## src/rtl/tcap_pkg.sv

```systemverilog
package tcap_pkg;

    typedef enum logic {
        TRIG_PIN = 1'b0,
        TRIG_SW  = 1'b1
    } trig_mode_e;

    typedef enum logic {
        EDGE_RISE = 1'b0,
        EDGE_FALL = 1'b1
    } edge_pol_e;

endpackage

```

## src/rtl/tcap_edge_det.sv

```systemverilog
module tcap_edge_det
    import tcap_pkg::*;
#(
    parameter int STAGES = 2
) (
    input  logic      clk,
    input  logic      rst_n,
    input  logic      pin_in,
    input  edge_pol_e pol,
    output logic      hit
);

    localparam int LAST = STAGES - 1;

    typedef struct packed {
        logic [STAGES-1:0] sync;
        logic              prev;
    } edet_t;

    edet_t q, d;

    always_comb begin
        d      = q;
        d.sync = {q.sync[STAGES-2:0], pin_in};
        d.prev = q.sync[LAST];
        if (pol == EDGE_FALL) begin
            hit = q.prev & ~q.sync[LAST];
        end else begin
            hit = ~q.prev & q.sync[LAST];
        end
    end

    always_ff @(posedge clk or negedge rst_n) begin
        if (!rst_n) begin
            q <= '0;
        end else begin
            q <= d;
        end
    end

endmodule

```

## src/rtl/tcap_channel.sv

```systemverilog
module tcap_channel
    import tcap_pkg::*;
#(
    parameter int TMR_W = 16
) (
    input  logic               clk,
    input  logic               rst_n,
    input  trig_mode_e         mode,
    input  logic               pin_hit,
    input  logic               wr_sel,
    input  logic [TMR_W/8-1:0] wr_be,
    input  logic [TMR_W-1:0]   wr_data,
    input  logic [TMR_W-1:0]   timer_val,
    input  logic               flag_clr,
    output logic [TMR_W-1:0]   cap_val,
    output logic               flag
);

    localparam int NBYTES = TMR_W / 8;

    typedef struct packed {
        logic [TMR_W-1:0] val;
        logic             flag;
    } chan_t;

    chan_t q, d;
    logic  sw_hit;
    logic  any_hit;

    always_comb begin
        d       = q;
        sw_hit  = (mode == TRIG_SW) && wr_sel && wr_be[0];
        any_hit = sw_hit || ((mode == TRIG_PIN) && pin_hit);

        if (any_hit) begin
            d.val = timer_val;
        end else if (wr_sel) begin
            for (int b = 0; b < NBYTES; b++) begin
                if (wr_be[b]) begin
                    d.val[b*8 +: 8] = wr_data[b*8 +: 8];
                end
            end
        end

        if (any_hit) begin
            d.flag = 1'b1;
        end else if (flag_clr) begin
            d.flag = 1'b0;
        end
    end

    always_ff @(posedge clk or negedge rst_n) begin
        if (!rst_n) begin
            q <= '0;
        end else begin
            q <= d;
        end
    end

    assign cap_val = q.val;
    assign flag    = q.flag;

endmodule

```

## src/rtl/tcap_unit.sv

```systemverilog
module tcap_unit
    import tcap_pkg::*;
#(
    parameter int NUM_CH      = 4,
    parameter int TMR_W       = 16,
    parameter int SYNC_STAGES = 2,
    parameter int ADDR_W      = $clog2(NUM_CH + 2),
    parameter int BE_W        = TMR_W / 8
) (
    input  logic              clk,
    input  logic              rst_n,
    input  logic              wr_en,
    input  logic [ADDR_W-1:0] wr_addr,
    input  logic [BE_W-1:0]   wr_be,
    input  logic [TMR_W-1:0]  wr_data,
    input  logic [ADDR_W-1:0] rd_addr,
    output logic [TMR_W-1:0]  rd_data,
    input  logic [TMR_W-1:0]  timer_val,
    input  logic [NUM_CH-1:0] cap_pin,
    output logic [NUM_CH-1:0] cap_flag
);

    localparam logic [ADDR_W-1:0] CFG_ADDR  = ADDR_W'(NUM_CH);
    localparam logic [ADDR_W-1:0] FLAG_ADDR = ADDR_W'(NUM_CH + 1);
    localparam int                CFG_W     = 2 * NUM_CH;

    typedef struct packed {
        logic [NUM_CH-1:0] pol;
        logic [NUM_CH-1:0] mode;
    } cfg_t;

    cfg_t cfg_q, cfg_d;

    logic [NUM_CH-1:0]            mode_vec;
    logic [NUM_CH-1:0]            pin_hit;
    logic [NUM_CH-1:0]            flag_clr;
    logic [NUM_CH-1:0]            wr_sel;
    logic [NUM_CH-1:0][TMR_W-1:0] cap_vals;

    always_comb begin
        cfg_d = cfg_q;
        if (wr_en && (wr_addr == CFG_ADDR)) begin
            cfg_d = cfg_t'(wr_data[CFG_W-1:0]);
        end
    end

    always_ff @(posedge clk or negedge rst_n) begin
        if (!rst_n) begin
            cfg_q <= '0;
        end else begin
            cfg_q <= cfg_d;
        end
    end

    assign mode_vec = cfg_q.mode;

    always_comb begin
        for (int n = 0; n < NUM_CH; n++) begin
            wr_sel[n]   = wr_en && (wr_addr == ADDR_W'(n));
            flag_clr[n] = wr_en && (wr_addr == FLAG_ADDR) && wr_data[n];
        end
    end

    for (genvar g = 0; g < NUM_CH; g++) begin : g_ch
        tcap_edge_det #(
            .STAGES(SYNC_STAGES)
        ) u_edet (
            .clk   (clk),
            .rst_n (rst_n),
            .pin_in(cap_pin[g]),
            .pol   (edge_pol_e'(cfg_q.pol[g])),
            .hit   (pin_hit[g])
        );

        tcap_channel #(
            .TMR_W(TMR_W)
        ) u_chan (
            .clk      (clk),
            .rst_n    (rst_n),
            .mode     (trig_mode_e'(cfg_q.mode[g])),
            .pin_hit  (pin_hit[g]),
            .wr_sel   (wr_sel[g]),
            .wr_be    (wr_be),
            .wr_data  (wr_data),
            .timer_val(timer_val),
            .flag_clr (flag_clr[g]),
            .cap_val  (cap_vals[g]),
            .flag     (cap_flag[g])
        );
    end

    always_comb begin
        rd_data = '0;
        for (int n = 0; n < NUM_CH; n++) begin
            if (rd_addr == ADDR_W'(n)) begin
                rd_data = cap_vals[n];
            end
        end
        if (rd_addr == CFG_ADDR) begin
            rd_data = TMR_W'(cfg_q);
        end else if (rd_addr == FLAG_ADDR) begin
            rd_data = TMR_W'(cap_flag);
        end
    end

endmodule

```

## config.mk

```make
export PLATFORM = sky130hd
export DESIGN_NAME = tcap_unit
export DESIGN_NICKNAME = d
export VERILOG_FILES = /design/src/rtl/tcap_pkg.sv /design/src/rtl/tcap_edge_det.sv /design/src/rtl/tcap_channel.sv /design/src/rtl/tcap_unit.sv
export SDC_FILE = /design/constraint.sdc
export NUM_CORES = 1
export LEC_CHECK = 0
export BUFFER_PORTS_ARGS = -buffer_cell sky130_fd_sc_hd__buf_2
export CAP_MARGIN = 20
export CORE_MARGIN = 3
export CORE_UTILIZATION = 45
export DETAILED_ROUTE_END_ITERATION = 16
export SLEW_MARGIN = 15
export SYNTH_ARGS = -nofsm -noshare
export SYNTH_HDL_FRONTEND = slang
export SYNTH_HIERARCHICAL = 1
export SYNTH_SLANG_ARGS = --single-unit
export TNS_END_PERCENT = 5
```

## constraint.sdc

```tcl
create_clock -name clk -period 1.78 [get_ports clk]
set_input_delay 0.356 -clock clk [delete_from_list [all_inputs] [get_ports clk]]
set_output_delay 0.356 -clock clk [all_outputs]
set_load 0.1 [all_outputs]
```

## After elaboration in Yosys (flattened, before gate mapping)

Cells that the tools add are included.
W data, S select, Z words.

| storage, ports and cells | value |
|---|---|
| register bits after elaboration | 88 |
| input port bits | 47 |
| output and inout bits | 20 |
| logic and storage cells | 132 |

| cells by class | value |
|---|---|
| equal/unequal tests | 10 |
| muxes and demuxes | 28 |
| bitwise gates (word level) | 20 |
| reduce and logical (&&, ||, !) cells | 52 |

Operators with widths:

| kind | number |
|---|---|
| $mux W16 | 14 |
| $reduce_bool A2 Y1 | 16 |
| $logic_and A1 B1 Y1 | 22 |
| $mux W8 | 2 |
| $reduce_and A2 Y1 | 8 |
| $eq A3 B2 Y1 const B | 4 |
| $eq A3 B3 Y1 const B | 4 |
| $mux W1 | 12 |
| $not A1 Y1 | 12 |
| $and A1 B1 Y1 | 8 |
| $eq A3 B1 Y1 const B | 2 |
| $logic_not A3 Y1 | 2 |
| $logic_or A1 B1 Y1 | 4 |

## Logic depth before layout (Yosys ltp)

Gate-level depths: netlist (run 1).

| depth | value |
|---|---|
| depth in word-level cells | 7 |
| depth in mapped cells | 6 |
| mapped depth without buffers | 5 |

## Cells and area by module

Netlist (run 1), hierarchy kept.

Modules (own cells, without submodules):

| module | times used | cells an instance | area each (um^2) | sequential area each (um^2) |
|---|---|---|---|---|
| tcap_channel | 4 | 77 | 915.9 | 425.4 |
| tcap_unit | 1 | 101 | 991.0 | 200.2 |
| tcap_edge_det | 4 | 6 | 97.6 | 75.1 |

## Least setup slack after synthesis (run 1)

Ideal clock, no wire load.

| timing path | value |
|---|---|
| path kind | input to output |
| start point | input port rd_addr[1] |
| end point | output port rd_data[5] |
| data arrival time | 3.020 ns |
| required time | 1.424 ns |
| setup slack | -1.596 ns |
| cell stages on the path | 5 |
| path buffers | 2 |
| cells stage by stage | buf_2 buf_4 mux4_2 inv_1 o21ai_0 |

| on the way | value |
|---|---|
| cells in the longest elaborated chain, start to end | 7 |
| elaborated cells on any way between the ends | 12 |
| classes of those cells | eq/ne (5); mux (6); reduce/logical (1) |

RTL lines:

| element | line | RTL |
|---|---|---|
| start: declaration | tcap_unit.sv:16 | `input logic [ADDR_W-1:0] rd_addr,` |
| $logic_not A3 Y1 | tcap_unit.sv:95 | `if (rd_addr == ADDR_W'(n)) begin` |
| $mux W16 (4 in a row) | tcap_unit.sv:95 |  |
| $mux W16 | tcap_unit.sv:101 | `end else if (rd_addr == FLAG_ADDR) begin` |
| $mux W16 * | tcap_unit.sv:99 | `if (rd_addr == CFG_ADDR) begin` |
| end: declaration | tcap_unit.sv:17 | `output logic [TMR_W-1:0] rd_data,` |

Mark *: on every way between the ends. The rest lies on a longest branch, timed or not.

## Worst setup path in the final report (run 1)

| timing path | value |
|---|---|
| start point | register g_ch[1].u_chan.q, in the netlist g_ch[1].u_chan/cap_val[7] |
| end point | output port rd_data[7] |

| on the way | value |
|---|---|
| cells in the longest elaborated chain, start to end | 5 |

RTL lines:

| element | line | RTL |
|---|---|---|
| start: declaration | tcap_channel.sv:26 | `chan_t q, d;` |
| start signal: assignment | tcap_channel.sv:54 | `q <= '0;` |
| start signal: assignment | tcap_channel.sv:56 | `q <= d;` |
| $mux W16 (3 in a row) | tcap_unit.sv:95 |  |
| $mux W16 | tcap_unit.sv:101 |  |
| $mux W16 | tcap_unit.sv:99 |  |

No other way between the ends.

==> results_dict.tcl, run 1 <==
set metrics [dict create \
    endpoint_kind "output port" \
    dieArea_mm2 0.0125 \
    powerDensity_mw_per_mm2 1350 \
    netlist_instances 433 \
    instances_no_fill 700 \
    p_leak_nw 3.02 \
    clk_latency_ns 0.37 \
    worst_pin_slew_ns 0.506 \
    grt_max_degree 35 \
    port_buffers 66 \
    reg2regPathDepth 5 \
    row_count 38 \
    wire_per_inst_um 20.9 \
    dp.cells 677 \
    antenna_found_initial 0 \
    fmax_ghz 0.510 \
    reg2reg_to "g_ch[1].u_chan/cap_val[15]" \
    clock-skew-final_ns 0.00996 \
    maxCapViolCount 0 \
    cp_max_fo 3 \
    ys_ff_latch 88 \
    synth_area_mm2 0.00504 \
    slew_viol_final 0 \
    track_usage_pct 24.3 \
    crit_path_top_delay_cell "mux4_2" \
    critPathKind "register to output port" \
    clock_sink_count 88 \
    die_y_um 112 \
    final-setup-viol-count 16 \
    vias 4125 \
    peakVddDrop_uv 805 \
    cts_root_buffer "clkbuf_8" \
    ys_warn_count 6 \
    cp.buffers_inverters 2 \
    timing.final.crit_share_pct 110 \
    worstHoldEndpoint "g_ch[1].u_edet/d[2]" \
    insertedDiodeCount 0 \
    grt_pass1_wl_mm 23.6 \
    violations "negative setup slack" \
    wl_mm 14.6 \
    detail-route-antenna-nets 0 \
    cts_buffers 9 \
    period_needed_ns 1.96 \
    nets 603 \
    rsz0062_at_grt "true" \
    design.core.area_mm2 0.0109 \
    hold_viol_final 0 \
    via_per_inst 5.89 \
    max_stage_delay_ns 0.48 \
    dp_hpwl_mm 10.5 \
    drc 0 \
    syn_avg_cell_area_um2 11.7 \
    htreeDepth 3 \
    timing.hold.ws_ns 0.0828 \
    finalWorstSetupSlack_ns -0.179 \
    drt_iter0_drc 246 \
    crit_chain "mux4_2 > inv_2 > o21ai_4 > buf_12" \
    gp_congestion 0.878 \
    gr-total-overflow 0 \
    start_kind "register" \
    reg2reg_from "cfg_q[5]" \
    slew_headroom_pct 66.2 \
    status "finished with violations" \
    drt-pass1-iter-count 5 \
    cts_tree "done" \
    min_path_type "input port to register" \
    drive_above_1_share_pct 46.8 \
    die_w_um 112 \
    crit_arrival_ns 1.60 \
    crit_family "multiplexers" \
    path_clk_slew_ns 0.09 \
    min-delay-start "cap_pin[1]" \
    hold_depth 1 \
    clockBufferDepth 2 \
    worstPathRequired_ns 1.42 \
    regToRegSetupSlack_ns 0.11 \
    grt_pass1_vias 4361 \
    syn_to_final_growth_pct 30.0 \
    ys_types 29 \
    ios 67 \
    ys_seq_area_share_pct 43.7 \
    syn_nets 480 \
    start_util_pct 46.3 \
]
## cell families after synthesis
| family | share of synthesized area, % |
|---|---|
| AO/OA/AOI/OAI | 15.0 |
| buffers and inverters | 3.52 |
| flip-flops | 43.7 |
| multiplexers | 28.6 |
| AND/OR/NAND/NOR | 9.20 |
## cell usage after synthesis
cell,instances,area [um2]
nor3_1,1,5.00
a21boi_4,4,75.1
nor2_1,36,135
clkbuf_1,2,7.51
nor2b_1,8,50.1
nand2b_1,10,62.6
nor3_4,1,16.3
inv_1,13,48.8
and2_1,9,56.3
dfrtp_1,88,2200
buf_6,5,56.3
o22a_1,4,35.0
a211oi_1,4,30.0
mux2_2,72,811
buf_4,2,15.0
mux4_1,1,26.3
a21oi_1,8,40.0
clkbuf_2,4,20.0
buf_2,6,30.0
o21ai_2,4,35.0
o21ai_0,10,50.1
nand2_1,19,71.3
a221oi_1,32,280
o21ai_1,2,10.0
o22ai_1,32,200
nand3b_1,8,60.1
mux2i_1,36,360
nor3b_1,1,7.51
mux4_2,11,248
## repair_timing
action	CTS	global route
hold buffers	1	0
setup endpoints to repair	16	16
resized for setup	60	3
buffers inserted	3	4
pin swaps	9	1
cloned	0	0
endpoints found under the hold margin	31	0
## state kept, by name, summed over array words and instances (netlist names)
signal and count:
g_ch.u_edet/d 8, mode_vec 4, g_ch.u_chan/cap_val 64, g_ch.u_edet/q 4, g_ch.u_chan/flag 4, cfg_q 4
## through the flow
step / utilization, % / area [um2] / worst slack (ns) / setup TNS, ns / power (mW)
6_report: 60.2 / 6560 / -0.179 / -1.87 / 8.86
5_1_grt: 60.2 / 6560 / -0.205 / -2.81 / 9.38
4_1_cts: 59.9 / 6520 / -0.188 / -2.12 / 8.83
3_5_place_dp: 55.8 / 6080 / -0.222 / -8.92 / 6.96
3_3_place_gp: 55.8 / 6080 / -0.195 / -6.89 / 6.86
2_1_floorplan: - / 5120 / -0.286 / -2.96 / 5.97
## routing by layer
layer | wire length (um) | vias up | part of all wire, % | track usage [%]
met1 | 6170 | 2077 | 42 | 31.7
met5 | 0 | - | 0 | 0
met2 | 7150 | 131 | 49 | 40.4
met4 | 343 | 0 | 2.3 | 9.00
li1 | - | 1899 | - | -
met3 | 940 | 18 | 6.4 | 4.51
## worst max path at each step
stage                                    startpoint          end  cells after the start
after floorplan                          rd_addr[1]  rd_data[11]                      4
after global placement                   rd_addr[0]   rd_data[6]                      6
after detailed placement                 rd_addr[0]   rd_data[8]                      5
after CTS                 g_ch[3].u_chan/cap_val[4]   rd_data[4]                      4
after global routing      g_ch[3].u_chan/cap_val[4]   rd_data[4]                      4
final                     g_ch[1].u_chan/cap_val[7]   rd_data[7]                      4
## area by class of cell
type	instances	area (um2)
multi-input combinational	313	2770
clock inverter	3	40.0
timing repair buffer	131	1160
clock buffer	12	165
fill	908	4330
inverter	13	48.8
tap	140	175
sequential	88	2200
## power by group
part / internal, mW / total, mW / switching (mW)
combinational: 2.07 / 4.11 / 2.04
sequential: 2.74 / 3.28 / 0.540
clock: 0.752 / 1.47 / 0.718
## cell usage in the layout (no fill, tap or decap), types with 19 or more instances in the layout
cell	synthesis	layout
dfrtp_1	88	88
mux2_2	72	72
buf_4	2	58
buf_2	6	48
nor2_1	36	36
mux2i_1	36	36
o22ai_1	32	32
a221oi_1	32	32
buf_12	0	23
nand2_1	19	19
No activity file was read; power rests on OpenSTA's default activity.
==> run 2: changes to the inputs <==
--- a/config.mk
+++ b/config.mk
@@ -5,9 +5,10 @@
 export SDC_FILE = /design/constraint.sdc
 export NUM_CORES = 1
 export LEC_CHECK = 0
+export ABC_AREA = 1
 export BUFFER_PORTS_ARGS = -buffer_cell sky130_fd_sc_hd__buf_2
 export CAP_MARGIN = 20
-export CORE_MARGIN = 3
+export CORE_MARGIN = 10
 export CORE_UTILIZATION = 45
 export DETAILED_ROUTE_END_ITERATION = 16
 export SLEW_MARGIN = 15
==> results_dict.tcl, run 2 <==
set metrics [dict create \
    yosysTopAreaCell "dfrtp_1" \
    timing.final.crit_share_pct 103 \
    hold_viol_final 0 \
    syn_avg_cell_area_um2 7.25 \
    mostFrequentLayoutCell "nand3_1" \
    maxCapViolCount 0 \
    largest_reg_flops 64 \
    p_comb_share_pct 33.9 \
    dp_hpwl_mm 14.4 \
    synth_area_mm2 0.00528 \
    nets 864 \
    ios 67 \
    track_usage_pct 23.0 \
    clock-skew-final_ns 0.00885 \
    seqPwrFrac_pct 38.0 \
    clock_sink_count 88 \
    cts_root_buffer "clkbuf_16" \
    yosys-top-cells-area "dfrtp_1 (42%), nand3_1 (20%), nand2_1 (14%)" \
    die_w_um 128 \
    syn_nets 775 \
    synth_edf_count 0 \
    nFillCells 1114 \
    p_sw_share_pct 38.8 \
    yosysMostFrequentCell "nand3_1" \
    row_count 39 \
    min_path_type "input port to asynchronous set/reset pin" \
    finalWorstSetupSlack_ns -0.0448 \
    timing.hold.ws_ns 0.0204 \
    cts_buffers 9 \
    via_per_inst 5.84 \
    clockPowerShare_pct 28.1 \
    drt-pass1-iter-count 5 \
    worst_pin_slew_ns 0.610 \
    cts_tree "done" \
    crit_path_top_delay_cell "buf_12" \
    gp_congestion 0.926 \
    rsz0062_at_grt "true" \
    drt_iter0_drc 691 \
    path_clk_slew_ns 0.07 \
    netlist_instances 728 \
    finalPower_mw 7.95 \
    max_stage_delay_ns 0.19 \
    slew_viol_final 0 \
    regToRegSetupSlack_ns 0.15 \
    cp_max_fo 8 \
    status "finished with violations" \
    p_int_mw 4.87 \
    tns_ns -0.238 \
    die_y_um 128 \
    final_cell_mix "nand3_1 (213), nand2_1 (184), dfrtp_1 (84), inv_1 (64), buf_2 (46)" \
    critPathKind "input port to output port" \
    ys_ff_latch 88 \
    violations "negative setup slack" \
    grt_pass1_wl_mm 29.8 \
    final-setup-viol-count 11 \
    fmax_ghz 0.548 \
    port_buffers 66 \
    endpoint_kind "output port" \
    worstPathRequired_ns 1.42 \
    ys_seq_area_share_pct 41.7 \
    detail-route-antenna-nets 0 \
    crit_chain "buf_8 > clkinvlp_4 > nand2_4 > nor2_4 > buf_6 > nand2_2 > nand2_2 > nor2_2 > nor2_2 > buf_12" \
    synthArstFlopShare_pct 100 \
    antenna_found_initial 0 \
    p_sw_mw 3.08 \
    start_util_pct 46.0 \
    clockBufferDepth 2 \
    place_ws_ns -0.103 \
    p_leak_nw 3.50 \
    start_kind "input port" \
    hold_buffers 0 \
    design.core.area_mm2 0.0115 \
    synth_top_area_share_pct 41.7 \
    ys_warn_count 6 \
    cp.buffers_inverters 4 \
    slew_headroom_pct 59.3 \
    crit_family "buffers and inverters" \
    ys_types 22 \
    grt_max_degree 40 \
    wire_per_inst_um 19.6 \
    syn_to_final_growth_pct 25.9 \
    dieArea_mm2 0.0165 \
    synthFlopType "dfrtp_1" \
    drive_above_1_share_pct 23.5 \
    drc 0 \
    wl_mm 19.0 \
    crit_arrival_ns 1.47 \
    insertedDiodeCount 0 \
    vias 5631 \
    grt_pass1_vias 5376 \
    period_needed_ns 1.82 \
    peakVddDrop_uv 921 \
    synth_common_cells "nand3_1 (213), nand2_1 (198), dfrtp_1 (88)" \
    htreeDepth 3 \
    powerDensity_mw_per_mm2 1200 \
    instances_no_fill 965 \
    dp.cells 948 \
    clk_latency_ns 0.35 \
    gr-total-overflow 0 \
]
[run 2: cell count changes in the layout (fill, tap and decap cells not counted), sizes merged, moves of 36 or more]
cell   before  now
nand4       0   45
inv        13   74
nand3       0  218
mux2       72    0
mux2i      36    0
nand2      19  225
[run 2: final timing paths]
check / startpoint / endpoint / depth (start not counted)
setup / recovery: rd_addr[0] / rd_data[9] / 10
hold / removal: rst_n / g_ch[2].u_chan/cap_val[4] / 1
setup reg to reg: cfg_q[4] / g_ch[0].u_chan/cap_val[15] / 8
hold reg to reg: g_ch[2].u_edet/d[2] / g_ch[2].u_edet/d[0] / 0
max in group asynchronous: rst_n / g_ch[1].u_chan/cap_val[3] / 2
min in group clk: cap_pin[2] / g_ch[2].u_edet/d[2] / 1
[run 2: worst register-to-register path, cell delays in order, from the launching register on]
cell and delay [ns]:
dfrtp_1 0.42, inv_1 0.07, nand3_1 0.06, nand2_1 0.20
inv_2 0.15, nand2_2 0.20, nand2_2 0.21, nand3_1 0.13
nand2_1 0.07
[run 2: timing repair]
action | in CTS | in global routing
buffers inserted | 1 | 0
pin swaps | 11 | 12
gates resized for setup | 22 | 19
endpoints found under the setup margin | 15 | 16
[run 2: metal layers]
metal,up-vias,GRT usage (%),share of wire [%]
met2,271,33.4,44
met5,-,2.35,0.20
met3,20,7.78,11
met1,2721,32.2,44
met4,2,4.97,0.99
li1,2617,-,-
[run 2: final cells by class]
cell class              count  area [um2]  area share, %
multi-input cells         545        2720           40.9
flip-flops and latches     88        2210           33.2
repair buffers             98         906           13.6
inverters                  75         293           4.40
clock buffers              10         229           3.44
well taps                 143         179           2.69
clock inverters             6         115           1.73
[run 2: power by group through the flow]
stage	clock, mW	sequential (mW)	combinational (mW)
global placement	0	3.02	2.58
detailed placement	0	3.02	2.65
finish	2.23	3.02	2.69
CTS	2.26	3.01	2.67
global route	2.34	3.09	2.93
floorplan	0	2.92	1.74
[run 2: stage by stage]
stage	area (um2)	util, %
floorplan	5310	-
global placement	6190	54.0
detailed placement	6190	54.0
CTS	6610	57.6
global route	6650	58.0
finish	6650	58.0
[run 2: logic make-up after synthesis]
kind of cell / Yosys count / synth area share (%)
and+or+nand+nor: 529 / 48.0
buffers and inverters: 95 / 8.55
DFF: 88 / 41.7
AOI/OAI and AO/OA: 16 / 1.71
